`src/rtl/opcu_pkg.sv`:
```
package opcu_pkg;

  localparam int NUM_RD = 2;

  typedef enum logic [1:0] {
    OP_ADD = 2'b00,
    OP_SUB = 2'b01,
    OP_AND = 2'b10,
    OP_OR  = 2'b11
  } aluOpE;

  // strobes from control to datapath
  typedef struct packed {
    logic              issue;
    logic              zeroA;
    logic [NUM_RD-1:0] cap;
    logic              outEn;
  } ctrlStrobeT;

endpackage

```
`src/rtl/opcu_ctrl.sv`:
```
module opcu_ctrl
  import opcu_pkg::*;
(
  input  logic              clk,
  input  logic              rstN,
  input  logic              issueI,
  input  logic              zeroAI,
  input  logic [NUM_RD-1:0] rdGntI,
  input  logic              wrGntI,
  output logic              busyO,
  output logic [NUM_RD-1:0] rdReqO,
  output logic              wrReqO,
  output ctrlStrobeT        strobeO
);

  logic busyQ;
  logic wrReqQ;
  logic idleIssue;
  logic wrTake;
  logic [NUM_RD-1:0] haveVec;
  logic [NUM_RD-1:0] takeVec;
  logic allHave;

  assign idleIssue = issueI & ~busyQ;
  assign wrTake    = wrGntI & wrReqQ & busyQ;

  for (genvar p = 0; p < NUM_RD; p++) begin : gRdPort
    logic reqQ;
    logic haveQ;
    logic skipHere;
    logic take;

    // only port 0 may be replaced by the zero immediate
    if (p == 0) begin : gZeroable
      assign skipHere = zeroAI;
    end else begin : gPlain
      assign skipHere = 1'b0;
    end

    assign take = rdGntI[p] & reqQ & busyQ;

    always_ff @(posedge clk or negedge rstN) begin
      if (!rstN) begin
        reqQ  <= 1'b0;
        haveQ <= 1'b0;
      end else if (idleIssue) begin
        reqQ  <= ~skipHere;
        haveQ <= skipHere;
      end else if (take) begin
        reqQ  <= 1'b0;
        haveQ <= 1'b1;
      end
    end

    assign rdReqO[p]  = reqQ;
    assign haveVec[p] = haveQ;
    assign takeVec[p] = take;
  end

  assign allHave = &(haveVec | takeVec);

  always_ff @(posedge clk or negedge rstN) begin
    if (!rstN) begin
      busyQ  <= 1'b0;
      wrReqQ <= 1'b0;
    end else if (idleIssue) begin
      busyQ  <= 1'b1;
      wrReqQ <= 1'b0;
    end else if (busyQ) begin
      if (wrTake) begin
        busyQ  <= 1'b0;
        wrReqQ <= 1'b0;
      end else if (!wrReqQ && allHave) begin
        wrReqQ <= 1'b1;
      end
    end
  end

  assign busyO  = busyQ;
  assign wrReqO = wrReqQ;

  always_comb begin
    strobeO       = '0;
    strobeO.issue = idleIssue;
    strobeO.zeroA = zeroAI;
    strobeO.cap   = takeVec;
    strobeO.outEn = wrTake;
  end

endmodule

```
`src/rtl/opcu_datapath.sv`:
```
module opcu_datapath
  import opcu_pkg::*;
#(
  parameter int W = 16
) (
  input  logic       clk,
  input  logic       rstN,
  input  ctrlStrobeT strobeI,
  input  logic [1:0] opI,
  input  logic [W-1:0] srcI [NUM_RD],
  output logic [W-1:0] resultO
);

  aluOpE       opQ;
  logic [W-1:0] opndQ [NUM_RD];
  logic [W-1:0] aluOut;

  always_ff @(posedge clk or negedge rstN) begin
    if (!rstN) opQ <= OP_ADD;
    else if (strobeI.issue) opQ <= aluOpE'(opI);
  end

  for (genvar p = 0; p < NUM_RD; p++) begin : gOpnd
    logic clearHere;
    if (p == 0) begin : gZeroable
      assign clearHere = strobeI.issue & strobeI.zeroA;
    end else begin : gPlain
      assign clearHere = 1'b0;
    end

    always_ff @(posedge clk or negedge rstN) begin
      if (!rstN) opndQ[p] <= '0;
      else if (clearHere) opndQ[p] <= '0;
      else if (strobeI.cap[p]) opndQ[p] <= srcI[p];
    end
  end

  always_comb begin
    unique case (opQ)
      OP_ADD: aluOut = opndQ[0] + opndQ[1];
      OP_SUB: aluOut = opndQ[0] - opndQ[1];
      OP_AND: aluOut = opndQ[0] & opndQ[1];
      OP_OR:  aluOut = opndQ[0] | opndQ[1];
      default: aluOut = '0;
    endcase
  end

  assign resultO = strobeI.outEn ? aluOut : '0;

endmodule

```
`src/rtl/opCompUnit.sv`:
```
module opCompUnit
  import opcu_pkg::*;
#(
  parameter int W = 16
) (
  input  logic         clk,
  input  logic         rstN,
  input  logic         issueI,
  input  logic [1:0]   opI,
  input  logic         zeroAI,
  output logic         busyO,
  output logic [1:0]   rdReqO,
  input  logic [1:0]   rdGntI,
  input  logic [W-1:0] srcAI,
  input  logic [W-1:0] srcBI,
  output logic         wrReqO,
  input  logic         wrGntI,
  output logic [W-1:0] resultO
);

  ctrlStrobeT   strobe;
  logic [W-1:0] srcArr [NUM_RD];

  assign srcArr[0] = srcAI;
  assign srcArr[1] = srcBI;

  opcu_ctrl ctrl_i (
    .clk     (clk),
    .rstN    (rstN),
    .issueI  (issueI),
    .zeroAI  (zeroAI),
    .rdGntI  (rdGntI),
    .wrGntI  (wrGntI),
    .busyO   (busyO),
    .rdReqO  (rdReqO),
    .wrReqO  (wrReqO),
    .strobeO (strobe)
  );

  opcu_datapath #(.W(W)) dp_i (
    .clk     (clk),
    .rstN    (rstN),
    .strobeI (strobe),
    .opI     (opI),
    .srcI    (srcArr),
    .resultO (resultO)
  );

endmodule

```
`config.mk`:
```
export PLATFORM = sky130hd
export DESIGN_NAME = opCompUnit
export DESIGN_NICKNAME = d
export VERILOG_FILES = /design/src/rtl/opcu_pkg.sv /design/src/rtl/opcu_ctrl.sv /design/src/rtl/opcu_datapath.sv /design/src/rtl/opCompUnit.sv
export SDC_FILE = /design/constraint.sdc
export NUM_CORES = 1
export LEC_CHECK = 0
export BUFFER_PORTS_ARGS = -buffer_cell sky130_fd_sc_hd__buf_2
export CELL_PAD_IN_SITES_DETAIL_PLACEMENT = 2
export CELL_PAD_IN_SITES_GLOBAL_PLACEMENT = 2
export CORE_MARGIN = 3
export CORE_UTILIZATION = 30
export CTS_BUF_LIST = sky130_fd_sc_hd__clkbuf_8 sky130_fd_sc_hd__clkbuf_16
export DETAILED_ROUTE_END_ITERATION = 16
export PLACE_DENSITY_LB_ADDON = 0.3
export SLEW_MARGIN = 20
export SYNTH_ARGS = -nofsm -noshare
export SYNTH_HDL_FRONTEND = slang
export SYNTH_SLANG_ARGS = --single-unit
```
`constraint.sdc`:
```
create_clock -name clk -period 3.25 [get_ports clk]
set_input_delay 0.1625 -clock clk [delete_from_list [all_inputs] [get_ports clk]]
set_output_delay 0.1625 -clock clk [all_outputs]
set_load 0.02 [all_outputs]
```
Word-level counts from Yosys, hierarchy flattened
Cells that the tools add are included.
Operators by class
  reductions and logical operators: 10
  multiplexer cells: 19
  bitwise gates (word level): 13
  equal/unequal tests: 3
  $add $sub $neg: 2
Operators with widths (number)
  $pmux 16 s4: 1
  $mux 16: 3
  $add 16x16->16: 1
  $and 16x16->16: 1
  $or 16x16->16: 1
  $sub 16x16->16: 1
  $mux 1: 15
  $and 1x1->1: 8
  $reduce_bool 2->1: 4
  $eq 2x2->1 const B: 2
  $reduce_and 2->1: 2
  $reduce_bool 3->1: 1
  $eq 2x1->1 const B: 1
  $logic_not 2->1: 1
  $not 1->1: 2
  $or 2x2->2: 1
  $logic_and 1x1->1: 1
  $logic_not 1->1: 1
Storage, ports and cells
  output and inout bits: 20
  bits of input ports: 41
  register bits: 40
  logic and storage cells: 56

Depth between registers and ports, before layout
  depth after elaboration: 9
  gate-level depth with buffers: 14
  depth with buffers taken out: 13

Hierarchy
A second synthesis with hierarchy kept.
Second synthesis, totals
  cells, all modules: 355
  area, all modules: 3155.5 um^2
By module, submodules not included
  opcu_datapath: area an instance 2786.4 um^2, times used 1, cells an instance 320, sequential area each 850.8 um^2
  opcu_ctrl: area an instance 369.1 um^2, times used 1, cells an instance 35, sequential area each 150.1 um^2

Least setup slack after synthesis
Ideal clock, no wire load.
  kind: register to output
  start point: reg dp_i.opQ[0]
  end point: out resultO[14]
  data required time: 3.087 ns
  arrival time: 3.040 ns
  path buffers: 2
  stages on the path, launching flop included: 13
  path slack: 0.047 ns
  cell sequence: dfrtp_1 > clkbuf_1 > or2b_2 > buf_6 > o21ai_0 > fa_1 > nor2b_1 > o31a_1 > o211ai_1 > nand3_1 > a41oi_1 > xor2_1 > o31ai_1
Between the ends
  cells in the longest elaborated chain, start to end: 3
  elaborated cells on any way between the ends: 6
  those cells by class: eq/ne: 3; mux: 2; reduce/logical: 1
Ends and longest elaborated chain
  start, declared: RTL line opcu_datapath.sv:14  | aluOpE opQ;
  start signal, assigned: RTL line opcu_datapath.sv:20  | else if (strobeI.issue) opQ <= aluOpE'(opI);
  $eq 2x2->1 (tied with other cells): RTL line opcu_datapath.sv:39  | unique case (opQ)
  $pmux 16 s4 *: RTL line opcu_datapath.sv:39
  $mux 16 *: RTL line opcu_datapath.sv:48  | assign resultO = strobeI.outEn ? aluOut : '0;
  end, declared: RTL line opCompUnit.sv:18  | output logic [W-1:0] resultO
Mark *: on every way between the ends. The rest lies on a longest branch, timed or not.

Final worst setup path
  start point: reg dp_i.opndQ[8] (netlist bit)
  end point: out resultO[15]
Between the ends
  cells in the longest elaborated chain, start to end: 3
  elaborated cells on any way between the ends: 4
  those cells by class: add/sub: 2; mux: 2
Ends and longest elaborated chain
  start, declared: RTL line opcu_datapath.sv:15  | logic [W-1:0] opndQ [NUM_RD];
  start signal, assigned by index: RTL line opcu_datapath.sv:34  | else if (strobeI.cap[p]) opndQ[p] <= srcI[p];
  $sub 16x16->16 / $add 16x16->16 (equally long branches): RTL line opcu_datapath.sv:41, opcu_datapath.sv:40
  $pmux 16 s4 *: RTL line opcu_datapath.sv:39
  $mux 16 *: RTL line opcu_datapath.sv:48
Marked as above.

==> impl_metrics.ini <==
[logic_synthesis]
synth_cell_types = 45
synth_fa_ha_area_frac = 0.105
netlist.area_leader.share = 0.346
yosysTopAreaCell = dfrtp_1
ys.flop_type = dfrtp_1
synth_top_family_by_area = compound AO/OA/AOI/OAI gates
yosysWarnings = 0
ys_ff_latch = 40
synth_edf_count = 0
netlist_instances = 309
synth_async_sr_flop_share = 1.00
synth_xor_area_frac = 0.0847
netlist_area_sq_mm = 0.00290
seq_area_frac_synth = 0.346
muxShareOfSynthArea = 0.0804
syn-num-nets = 369
synthSimpleGateAreaFrac = 0.125
avgSynthCellArea_sq_um = 9.37
synth-compound-area-share = 0.217
ys_top_cells_by_area = dfrtp_1, ha_1, mux2_2

[hold_path]
worstHoldPathType = input pin to asynchronous set/reset pin

[placement]
io_buffer_count = 60
gp_congestion = 0.821
pre_cts_ws_ns = -0.114
dp.cells = 515
dp_hpwl_mm = 7.70

[setup_path]
cp-start-kind = flip-flop
regToRegSetupSlack_ns = 1.22
r2r_start = ctrl_i.busyO
crit_required_ns = 3.09
end_kind = primary output
path_max_fanout = 2
crit_type = flip-flop to primary output
worstReg2RegEnd = dp_i.opndQ[22]
rr_worst_depth = 4
cp.arrival_ns = 3.48

[route]
via_per_inst = 5.28
first_pass_iters = 4
dr_total_vias = 2846
wire_per_inst_um = 21.8
wl_mm = 11.7
drc = 0
drt_iter0_markers = 77
drt.antenna.violating_nets = 0

[clock_tree]
htree_levels = 2
cts_root_buffer = clkbuf_8
cts_made_buffers = 5
clk_pin_slew_ns = 0.08
clock_sinks = 40
cts_tree = yes
cts.path.max_buffers = 2
clkLatencyLatePin_ns = 0.29

[finish]
nNetsFinal = 470
multiInputGateArea_sq_mm = 0.00202
area_growth_pct = 41.1
fin_cells = 539
seqCellArea_sq_mm = 0.00100
final_layout_size_suffix_gt1_frac = 0.461
diodes = 0
fillerInstances = 1033

[outcome]
violations = negative hold slack, negative setup slack
outcome = finished, violations left

[global_route]
use_met3 = 0.0199
grt.busiest_layer = met2
grt_antenna_before_repair = 0
grt_pass1_vias = 3147
overflow = 0
grt_use_total = 0.196
gr-usage-met1 = 0.256
grt_max_degree = 41
grt_pass1_wl_mm = 17.1
grt_use_met2 = 0.348

[timing]
skew_ns = 0.00704
setup_viol = 7
setup_ws_ns = -0.394
hold_slack_ns = -0.0206
slew_violations = 0
slew_headroom = 0.362
hold_violations = 16
tightest_slew_ns = 0.955
rsz0062_at_grt = true
fmax_ghz = 0.274
timing.final.crit_share = 1.12
min_period_ns = 3.64

[die]
core_area_sq_mm = 0.00933
start_util = 0.310
die_h_um = 104
dieArea_sq_mm = 0.0109
die_width_um = 104
io_pins = 61
rows = 35

[flow_run]
maxCapViolations = 0
registers in the layout (all words and copies together) (netlist names):
signal / flops
ctrl_i.wrReqO: 1
dp_i.opndQ: 32
ctrl_i.busyO: 1
ctrl_i.gRdPort.haveQ: 2
dp_i.opQ: 2
ctrl_i.gRdPort.reqQ: 2
critical path, cell delays in order, from the launching register on:
cell and delay, ns:
dfrtp_1 0.40, or4_4 0.56, or4_4 0.44, or2_4 0.26, o21ai_2 0.15, xor2_1 0.21
ha_1 0.29, buf_4 0.16, a311oi_2 0.25, xnor2_1 0.19, o21a_1 0.16, buf_6 0.12
worst max path at each step:
stage	from	to	cells past startpoint
6_report	dp_i.opndQ[8]	resultO[15]	11
4_1_cts	dp_i.opndQ[8]	resultO[15]	11
5_1_grt	dp_i.opndQ[4]	resultO[15]	15
3_5_place_dp	dp_i.opndQ[8]	resultO[15]	14
2_1_floorplan	dp_i.opQ[0]	resultO[14]	12
3_3_place_gp	dp_i.opndQ[8]	resultO[15]	14
cells in the mapped netlist, types with 4 or more instances:
library cell	instances
nor2_1	26
o31ai_1	5
o21a_1	9
o21ai_0	21
nand3_1	7
ha_1	18
a31oi_1	5
xnor2_1	16
dfrtp_1	40
xor2_1	12
maj3_1	6
mux2_2	18
inv_1	10
a21oi_1	17
a22o_1	16
clkbuf_1	14
nand2_1	19
nor2b_1	5
nor3_1	4
layout by cell type (no fill, tap or decap), types with 3 or more instances in the layout:
cell | synthesis | final
a21oi_2 | 0 | 8
nor2_4 | 0 | 3
a31oi_1 | 5 | 5
nand2_1 | 19 | 17
mux2i_1 | 3 | 3
mux2_2 | 18 | 18
o21a_1 | 9 | 9
a22o_1 | 16 | 16
xor2_1 | 12 | 12
buf_4 | 2 | 48
buf_2 | 1 | 56
ha_1 | 18 | 14
o31ai_1 | 5 | 3
o21ai_1 | 1 | 3
xnor2_2 | 0 | 4
a21o_1 | 3 | 3
o21ai_2 | 0 | 4
o21ai_0 | 21 | 15
dfrtp_1 | 40 | 39
clkbuf_8 | 0 | 5
a21oi_1 | 17 | 9
nor2_1 | 26 | 22
nor3_1 | 4 | 3
nand3_1 | 7 | 7
buf_6 | 1 | 8
xnor2_1 | 16 | 12
ha_4 | 0 | 3
and3_1 | 3 | 3
maj3_1 | 6 | 6
inv_1 | 10 | 8
stage by stage:
stage	hold slack (ns)	instance area [sq um]	util	setup TNS, ns
2_1_floorplan	-0.133	2900	-	0
4_1_cts	0.0139	3860	0.414	-0.569
5_1_grt	0.0490	4080	0.438	-2.11
3_5_place_dp	0.334	3540	0.379	-0.114
6_report	-0.0206	4080	0.438	-1.19
3_3_place_gp	0.327	3540	0.379	-0.0360
layer usage:
layer,part of all wire,up-vias
met5,0,-
met4,0.017,0
met3,0.021,17
met2,0.51,49
met1,0.45,1462
li1,-,1318
final cells by class:
cell class | count | share of cell area
Sequential cell | 40 | 0.245
Clock inverter | 2 | 0.0147
Multi-Input combinational cell | 241 | 0.495
Tap cell | 129 | 0.0395
Inverter | 10 | 0.00919
Timing Repair Buffer | 112 | 0.179
Clock buffer | 5 | 0.0169
cells by family (layout without fill, tap and decap cells):
family                     after synthesis  in the layout
AOI/OAI and AO/OA                       92             92
and+or+nand+nor                         75             75
DFF                                     40             40
xor gates and xnor gates                28             28
buffers and inverters                   28            129
adders and majority gates               25             25
muxes                                   21             21
repair_timing:
item,in CTS,in global routing
endpoints found under the setup margin,6,9
hold buffers,0,0
gates resized for setup,36,40
pin swaps,21,21
buffers inserted,9,8
Power is left out: the tool's default activity adds up to more than one toggle a clock period on the data nets, which glitch-free logic cannot reach.
